**src/rtl/pwm3_carrier_gen.sv**
```systemverilog
module pwm3_carrier_gen #(
  parameter int CW  = 16,
  parameter int NPH = 3,
  parameter int RW  = 4
) (
  input  logic               clk,
  input  logic               rst_n,
  input  logic [2:0]         src_sel,
  input  logic               slow_tick,
  input  logic               tri_mode,
  input  logic               dual_wid,
  input  logic [CW-1:0]      period_m,
  input  logic [NPH*CW-1:0]  wid_rise,
  input  logic [NPH*CW-1:0]  wid_fall,
  input  logic [RW-1:0]      irq_ratio,
  input  logic [NPH-1:0]     force_en,
  input  logic [NPH-1:0]     force_lvl,
  output logic [NPH-1:0]     phase_out,
  output logic               carrier_irq
);
  localparam int PW = 5;

  logic [PW-1:0]     presc;
  logic              tick;
  logic [CW-1:0]     cnt, m_lat;
  logic              dir_dn, tri_lat, dual_lat, primed;
  logic [NPH*CW-1:0] wr_lat, wf_lat;
  logic [NPH-1:0]    fen_lat, flv_lat;
  logic [RW-1:0]     skip;
  logic              at_top, bnd;
  logic [RW-1:0]     ratio_eff;
  logic [CW:0]       thr;

  always_ff @(posedge clk) begin
    if (!rst_n) presc <= '0;
    else        presc <= presc + 1'b1;
  end

  always_comb begin
    case (src_sel)
      3'd1:    tick = presc[0];
      3'd2:    tick = &presc[2:0];
      3'd3:    tick = &presc;
      3'd4:    tick = slow_tick;
      default: tick = 1'b1;
    endcase
  end

  assign at_top    = (cnt == m_lat);
  assign bnd       = primed && tick && (tri_lat ? (dir_dn && cnt == '0) : at_top);
  assign ratio_eff = (irq_ratio == '0) ? RW'(1) : irq_ratio;
  assign thr       = {1'b0, m_lat} + 1'b1;

  always_ff @(posedge clk) begin
    if (!rst_n) begin
      cnt <= '0; m_lat <= '0; dir_dn <= 1'b0; tri_lat <= 1'b0; dual_lat <= 1'b0;
      primed <= 1'b0; wr_lat <= '0; wf_lat <= '0; fen_lat <= '0; flv_lat <= '0;
      skip <= '0; carrier_irq <= 1'b0;
    end else begin
      carrier_irq <= 1'b0;
      if (!primed || bnd) begin
        cnt      <= '0;
        dir_dn   <= 1'b0;
        primed   <= 1'b1;
        m_lat    <= period_m;
        tri_lat  <= tri_mode;
        dual_lat <= dual_wid;
        wr_lat   <= wid_rise;
        wf_lat   <= wid_fall;
        fen_lat  <= force_en;
        flv_lat  <= force_lvl;
        if (!primed) skip <= ratio_eff;
        else if (skip <= RW'(1)) begin
          carrier_irq <= 1'b1;
          skip        <= ratio_eff;
        end else skip <= skip - 1'b1;
      end else if (tick) begin
        if (!tri_lat)      cnt <= cnt + 1'b1;
        else if (!dir_dn) begin
          if (at_top) dir_dn <= 1'b1;
          else        cnt    <= cnt + 1'b1;
        end else           cnt <= cnt - 1'b1;
      end
    end
  end

  for (genvar g = 0; g < NPH; g++) begin : g_ph
    logic [CW-1:0] wr, wf;
    logic          tri_on, saw_on;
    assign wr     = wr_lat[g*CW +: CW];
    assign wf     = dual_lat ? wf_lat[g*CW +: CW] : wr;
    assign tri_on = dir_dn ? (({1'b0, cnt} + {1'b0, wf}) >= thr)
                           : (({1'b0, cnt} + {1'b0, wr}) >= thr);
    assign saw_on = cnt < wr;
    assign phase_out[g] = fen_lat[g] ? flv_lat[g] : (tri_lat ? tri_on : saw_on);
  end
endmodule

```
**config.mk**
```make
export PLATFORM = sky130hd
export DESIGN_NAME = pwm3_carrier_gen
export DESIGN_NICKNAME = d
export VERILOG_FILES = /design/src/rtl/pwm3_carrier_gen.sv
export SDC_FILE = /design/constraint.sdc
export NUM_CORES = 1
export LEC_CHECK = 0
export BUFFER_PORTS_ARGS = -buffer_cell sky130_fd_sc_hd__buf_2
export CAP_MARGIN = 5
export CORE_MARGIN = 4
export CORE_UTILIZATION = 45
export CTS_CLUSTER_SIZE = 40
export DETAILED_ROUTE_END_ITERATION = 10
export MAX_ROUTING_LAYER = met4
export PLACE_DENSITY = 0.69
export SLEW_MARGIN = 10
export SYNTH_ARGS = -nofsm -noshare
export SYNTH_HDL_FRONTEND = slang
export SYNTH_SLANG_ARGS = --single-unit
```
**constraint.sdc**
```tcl
create_clock -name clk -period 9.42 [get_ports clk]
set_input_delay 1.884 -clock clk [delete_from_list [all_inputs] [get_ports clk]]
set_output_delay 1.884 -clock clk [all_outputs]
set_load 0.005 [all_outputs]
```
# Yosys cells after proc, flatten, opt, wreduce, memory -nomap -nowiden
# Index checks and enable logic that the tools add are counted.
# word_totals
register_bits,148
in_bits,130
wordCells,77
# classes
addsub,11
n_lt_le_gt_ge,10
eq_ne,6
mux,23
bitwise,1
n_reduce_logical,13
# ops
op,count
16-bit by 16-bit adder with 17-bit output,6
17-bit >= comparator,6
16-bit 2-to-1 mux,6
16-bit < comparator,3
"16-bit by 1-bit adder with 17-bit output, second input constant",1
"16-bit by 1-bit adder with 16-bit output, second input constant",1
16-bit == test,1
16-bit logical NOT,1
"16-bit by 1-bit subtractor with 16-bit output, second input constant",1
1-bit 2-to-1 mux,13
4-bit 2-to-1 mux,3
"3-bit by 2-bit == test with 1-bit output, second input constant",2
3-bit AND reduction,2
"5-bit by 1-bit adder with 5-bit output, second input constant",1
5-bit AND reduction,1
"4-bit by 1-bit <= comparator with 1-bit output, second input constant",1
4-bit logical NOT,1
1-bit case mux with 4 select lines,1
2-bit AND reduction,2
"4-bit by 1-bit subtractor with 4-bit output, second input constant",1
"3-bit by 1-bit == test with 1-bit output, second input constant",1
"3-bit == test, second input constant",1
1-bit logical AND,3
"3-bit != test, second input constant",1
4 further kinds,4

# Depth between registers and ports, before layout
# logic_depth
word_depth,6
ltp_mapped,21
mapped_depth_nobuf,19

# Worst setup path before layout
# No wires, ideal clock.
# synth_path
kind,reg2out
startpoint,register cnt[1]
endpoint,output port phase_out[0]
arrival_ps,3835
path_slack_ps,3701
path_stages_with_launch,18
path_buffers,1
cell_sequence,dfxtp_1 clkbuf_1 inv_1 fa_1 o21bai_1 a21oi_1 o21ai_0 a21oi_1 o21ai_0 a21oi_1 xnor2_1 ha_1 and4_1 a221o_1 a311oi_1 o21ai_0 a311oi_1 o2bb2ai_1
# synth_via
elab_chain_len,5
elab_cells_between_ends,8
# synth_rtl
item,line,source
"start, declared",25,"logic [CW-1:0] cnt, m_lat;"
"start signal, assigned",78,if (!tri_lat) cnt <= cnt + 1'b1;
"start signal, assigned",81,else cnt <= cnt + 1'b1;
"start signal, assigned",82,end else cnt <= cnt - 1'b1;
16-bit by 16-bit adder with 17-bit output (on tied branches),"93, 92",
17-bit >= comparator (on tied branches),"93, 92",
1-bit 2-to-1 mux,92,"assign tri_on = dir_dn ? (({1'b0, cnt} + {1'b0, wf}) >= thr)"
1-bit 2-to-1 mux (*) (2 in a row),95,assign phase_out[g] = fen_lat[g] ? flv_lat[g] : (tri_lat ? tri_on : saw_on);
"end, declared",18,"output logic [NPH-1:0] phase_out,"
# Every way passes the cells marked *; elsewhere a longest branch is shown, timed or not.

# Final worst setup path
# layout_path
startpoint,register dual_lat
endpoint,output port phase_out[2]
# layout_via
elab_chain_len,6
# layout_rtl
item,line,source
"start, declared",26,"logic dir_dn, tri_lat, dual_lat, primed;"
"start signal, assigned",67,dual_lat <= dual_wid;
16-bit 2-to-1 mux,91,assign wf = dual_lat ? wf_lat[g*CW +: CW] : wr;
16-bit by 16-bit adder with 17-bit output,92,
17-bit >= comparator,92,
1-bit 2-to-1 mux,92,
1-bit 2-to-1 mux (2 in a row),95,
# No other way between the ends.

==> results_dict.tcl <==
set metrics [dict create \
    yosys.cell_types.count 80 \
    power_density_nw_per_um2 116.5 \
    yosys.area.top_type_share_pct 21.97 \
    clk_pin_slew_worst_paths_ps 70 \
    tightest_slew_ps 1132 \
    overflow 0 \
    critical_path_buf_inv_count 3 \
    grt_pass1_vias 13270 \
    start_util_pct 45.78 \
    h-tree-depth 4 \
    power.static_leakage_nw 7.568 \
    syn_area_um2 14520 \
    route.antenna.remaining_nets 0 \
    clock-sinks 148 \
    max_clock_freq_mhz 145.9 \
    post_cts.resized_instances 0 \
    antenna_violations_before_repair 0 \
    post_cts.repair.setup_buffers 0 \
    drt_pre_antenna_iters 5 \
    syn-mean-instance-area_um2 7.711 \
    final_number_of_hold_violating_endpoints 0 \
    timing.final.setup_violations 0 \
    netlist_top_cells_area "ha_1 (22%), dfxtp_1 (20%), nand2_1 (9.3%)" \
    routed_via_density 5.666 \
    fillerInstances 3156 \
    hp-class "register to register" \
    syn-num-nets 2274 \
    area_delta_synth_final_pct 11.51 \
    global_route_wire_length_before_repair_um 68140 \
    final_critical_path_setup_slack_ps 2564 \
    fin_crit_sh_pct 72.78 \
    pin_count_of_the_biggest_net_entering_global_routing 73 \
    place_congestion 0.9660 \
    clock_latency_of_the_later_clocked_register_in_the_worst_skew_pair_ps 460 \
    top_level_ports 134 \
    status "complete, no violations" \
    max_capacitance_violation_total 0 \
    timing.critical_path.arrival_ps 4970 \
    pre_cts_ws_ps 3073 \
    floorplan.core_area_um2 31720 \
    insertedDiodeCount 0 \
    path_class "register to primary output" \
    cts_tree "built" \
    unrepaired_setup_endpoints_after_global_routing "false" \
    dp.final_hpwl_um 33210 \
    slew_viol_final 0 \
    hold_buffers 0 \
    critical-path-max-stage-delay_ps 640 \
    die_h_um 187.6 \
    timing.critical_path.to_type "primary output" \
    globalRouteTotalUtil_pct 24.71 \
    synth_enable_flop_cells 0 \
    worstPathRequired_ps 7540 \
    asyncSetResetFlopFracSynth_pct 0 \
    numPortBuffers 133 \
    floorplan.die_area_um2 35210 \
    startpoint_kind_of_the_worst_setup_timing_path "register" \
    path_cells "buf_12 > mux2_2 > ha_1 > inv_1 > fa_1 > nor2b_1 > o21ai_0 > nand2b_1 > a21o_1 > a31o_2 > a211oi_1 > o21ai_0 > ha_1 > nand3_1 > o31ai_1 > a22o_1 > a31oi_1 > o31ai_1 > buf_2" \
    cts_max_path_buffers 2 \
    skew_ps 14.79 \
    synth_top_area_cell "ha_1" \
    cts_inserted_buffers 17 \
    synthFlopType "dfxtp_1" \
    post_drt_wl_per_cell_um 18.13 \
    top_cell_family_by_delay_on_the_critical_path "compound AO/OA/AOI/OAI gates" \
    cp_max_fo 68 \
    drive_gt1_share_pct 10.69 \
    floorplan.die.width_um 187.6 \
    syn_inst 1883 \
    number_of_nets_in_the_layout 2380 \
    ys_seq_elements 148 \
    synth-seq-area-share_pct 20.40 \
    fin_tns_setup_ps 0 \
    dr.first_iter.drc_count 850 \
    ys.warnings.count 0 \
    clockRootBuffer "clkbuf_16" \
    routed-via-count 13620 \
    final_period_minus_worst_setup_slack_ps 6856 \
    post-route-drc-count 0 \
    slew_headroom_pct 24.25 \
    worst_ir_drop_vdd_uv 136.2 \
    placement_rows 65 \
    cell_type_of_the_slowest_stage_on_the_worst_timing_path "dfxtp_2" \
    route.final.wire_length_um 43590 \
]
## synth_stat cells (all sizes together) (28+ instances only)
| cell | instances |
|---|---|
| nand2 | 359 |
| ha | 255 |
| dfxtp | 148 |
| inv | 125 |
| a21boi | 122 |
| a21oi | 98 |
| o21ai | 92 |
| xnor2 | 82 |
| nor2 | 81 |
| clkbuf | 51 |
| xor2 | 38 |
| a21o | 37 |
| nand3 | 37 |
| nor3 | 36 |
| nor2b | 28 |
## cell families (layout without fill, tap and decap cells)
family,Yosys count,in the layout,synth area share [%]
multiplexers,8,8,0.5859
XOR/XNOR,120,120,7.238
AND/OR/NAND/NOR,647,647,20.05
flip-flops,148,148,20.40
adder cells (fa/ha/maj),261,261,22.80
buffers and inverters,198,317,5.601
AO/OA/AOI/OAI,501,501,23.32
## report_power, final
part / switching, W / internal [W] / leakage, nW / total (W)
registers: 0.0000373 / 0.000662 / 1.22 / 0.000699
logic: 0.000261 / 0.000197 / 6.05 / 0.000458
clock network: 0.000326 / 0.000403 / 0.297 / 0.000729
total: 0.000625 / 0.00126 / 7.57 / 0.00189
## placed cells by master (no fill, tap or decap), types with 10 or more instances in the layout
cell type  count
a2111oi_0     12
a211oi_1      17
a21boi_0      51
a21boi_1      71
a21o_1        37
a21oi_1       97
a31oi_1       13
and3_1        15
buf_2        132
buf_4         27
clkbuf_16     17
dfxtp_1      147
ha_1         255
inv_1        125
nand2_1      359
nand2b_1      16
nand3_1       37
nand4_1       22
nor2_1        81
nor2b_1       28
nor3_1        36
nor4_1        12
o211ai_1      15
o21a_1        17
o21ai_0       89
o21bai_1      10
o31ai_1       11
or3_1         10
xnor2_1       82
xor2_1        38
## layer usage
| layer | track usage, % | vias to the layer above | wire, um |
|---|---|---|---|
| met4 | 9.486 | 0 | 1585 |
| met3 | 4.393 | 92 | 2309 |
| met5 | - | - | 0 |
| met1 | 29.00 | 6361 | 18470 |
| li1 | - | 6815 | - |
| met2 | 42.22 | 353 | 21220 |
## final timing paths
kind	from	endpoint	slack, ps	depth (start not counted)
max	dual_lat	phase_out[2]	2560	19
min reg2reg	wf_lat[40]	wf_lat[40]	450	2
max reg2reg	cnt[0]	dual_lat	4900	9
min	wf_lat[40]	wf_lat[40]	450	2
## through the flow
| stage | power [W] | instance area (um^2) | hold slack, ps | instances | utilization [%] |
|---|---|---|---|---|---|
| 2_1_floorplan | 0.001026 | 14520 | 427.2 | 1883 | - |
| 3_3_place_gp | 0.001155 | 15580 | 440.7 | 2372 | 49.12 |
| 3_5_place_dp | 0.001168 | 15580 | 445.7 | 2372 | 49.12 |
| 4_1_cts | 0.001902 | 16190 | 454.3 | 2404 | 51.05 |
| 5_1_grt | 0.001994 | 16190 | 468.7 | 2404 | 51.05 |
| 6_report | 0.001886 | 16190 | 450.2 | 2404 | 51.05 |
## worst register-to-register path: stages (launching register included)
cell and delay (ps):
dfxtp_1 860, inv_1 500, ha_1 350, nor4b_1 160, a32o_1 360, a21oi_4 190
buf_4 460, buf_4 680, nand2_1 150, a21boi_0 640
## area by class of cell
| type | count | area, um^2 | share of cell area (%) |
|---|---|---|---|
| inverters | 125 | 469.2 | 2.898 |
| clock buffers | 17 | 425.4 | 2.627 |
| well taps | 402 | 503.0 | 3.106 |
| clock inverters | 15 | 187.7 | 1.159 |
| multi-input cells | 1537 | 10760 | 66.45 |
| repair buffers | 160 | 883.3 | 5.456 |
| flip-flops and latches | 148 | 2964 | 18.31 |
## flip-flops by register name (all words and copies together) (netlist names), 3 cells and up
name / cells
skip: 4
fen_lat: 3
cnt: 16
wr_lat: 48
presc: 5
m_lat: 16
flv_lat: 3
wf_lat: 48
Note: power is estimated with default switching activity, not from simulation.
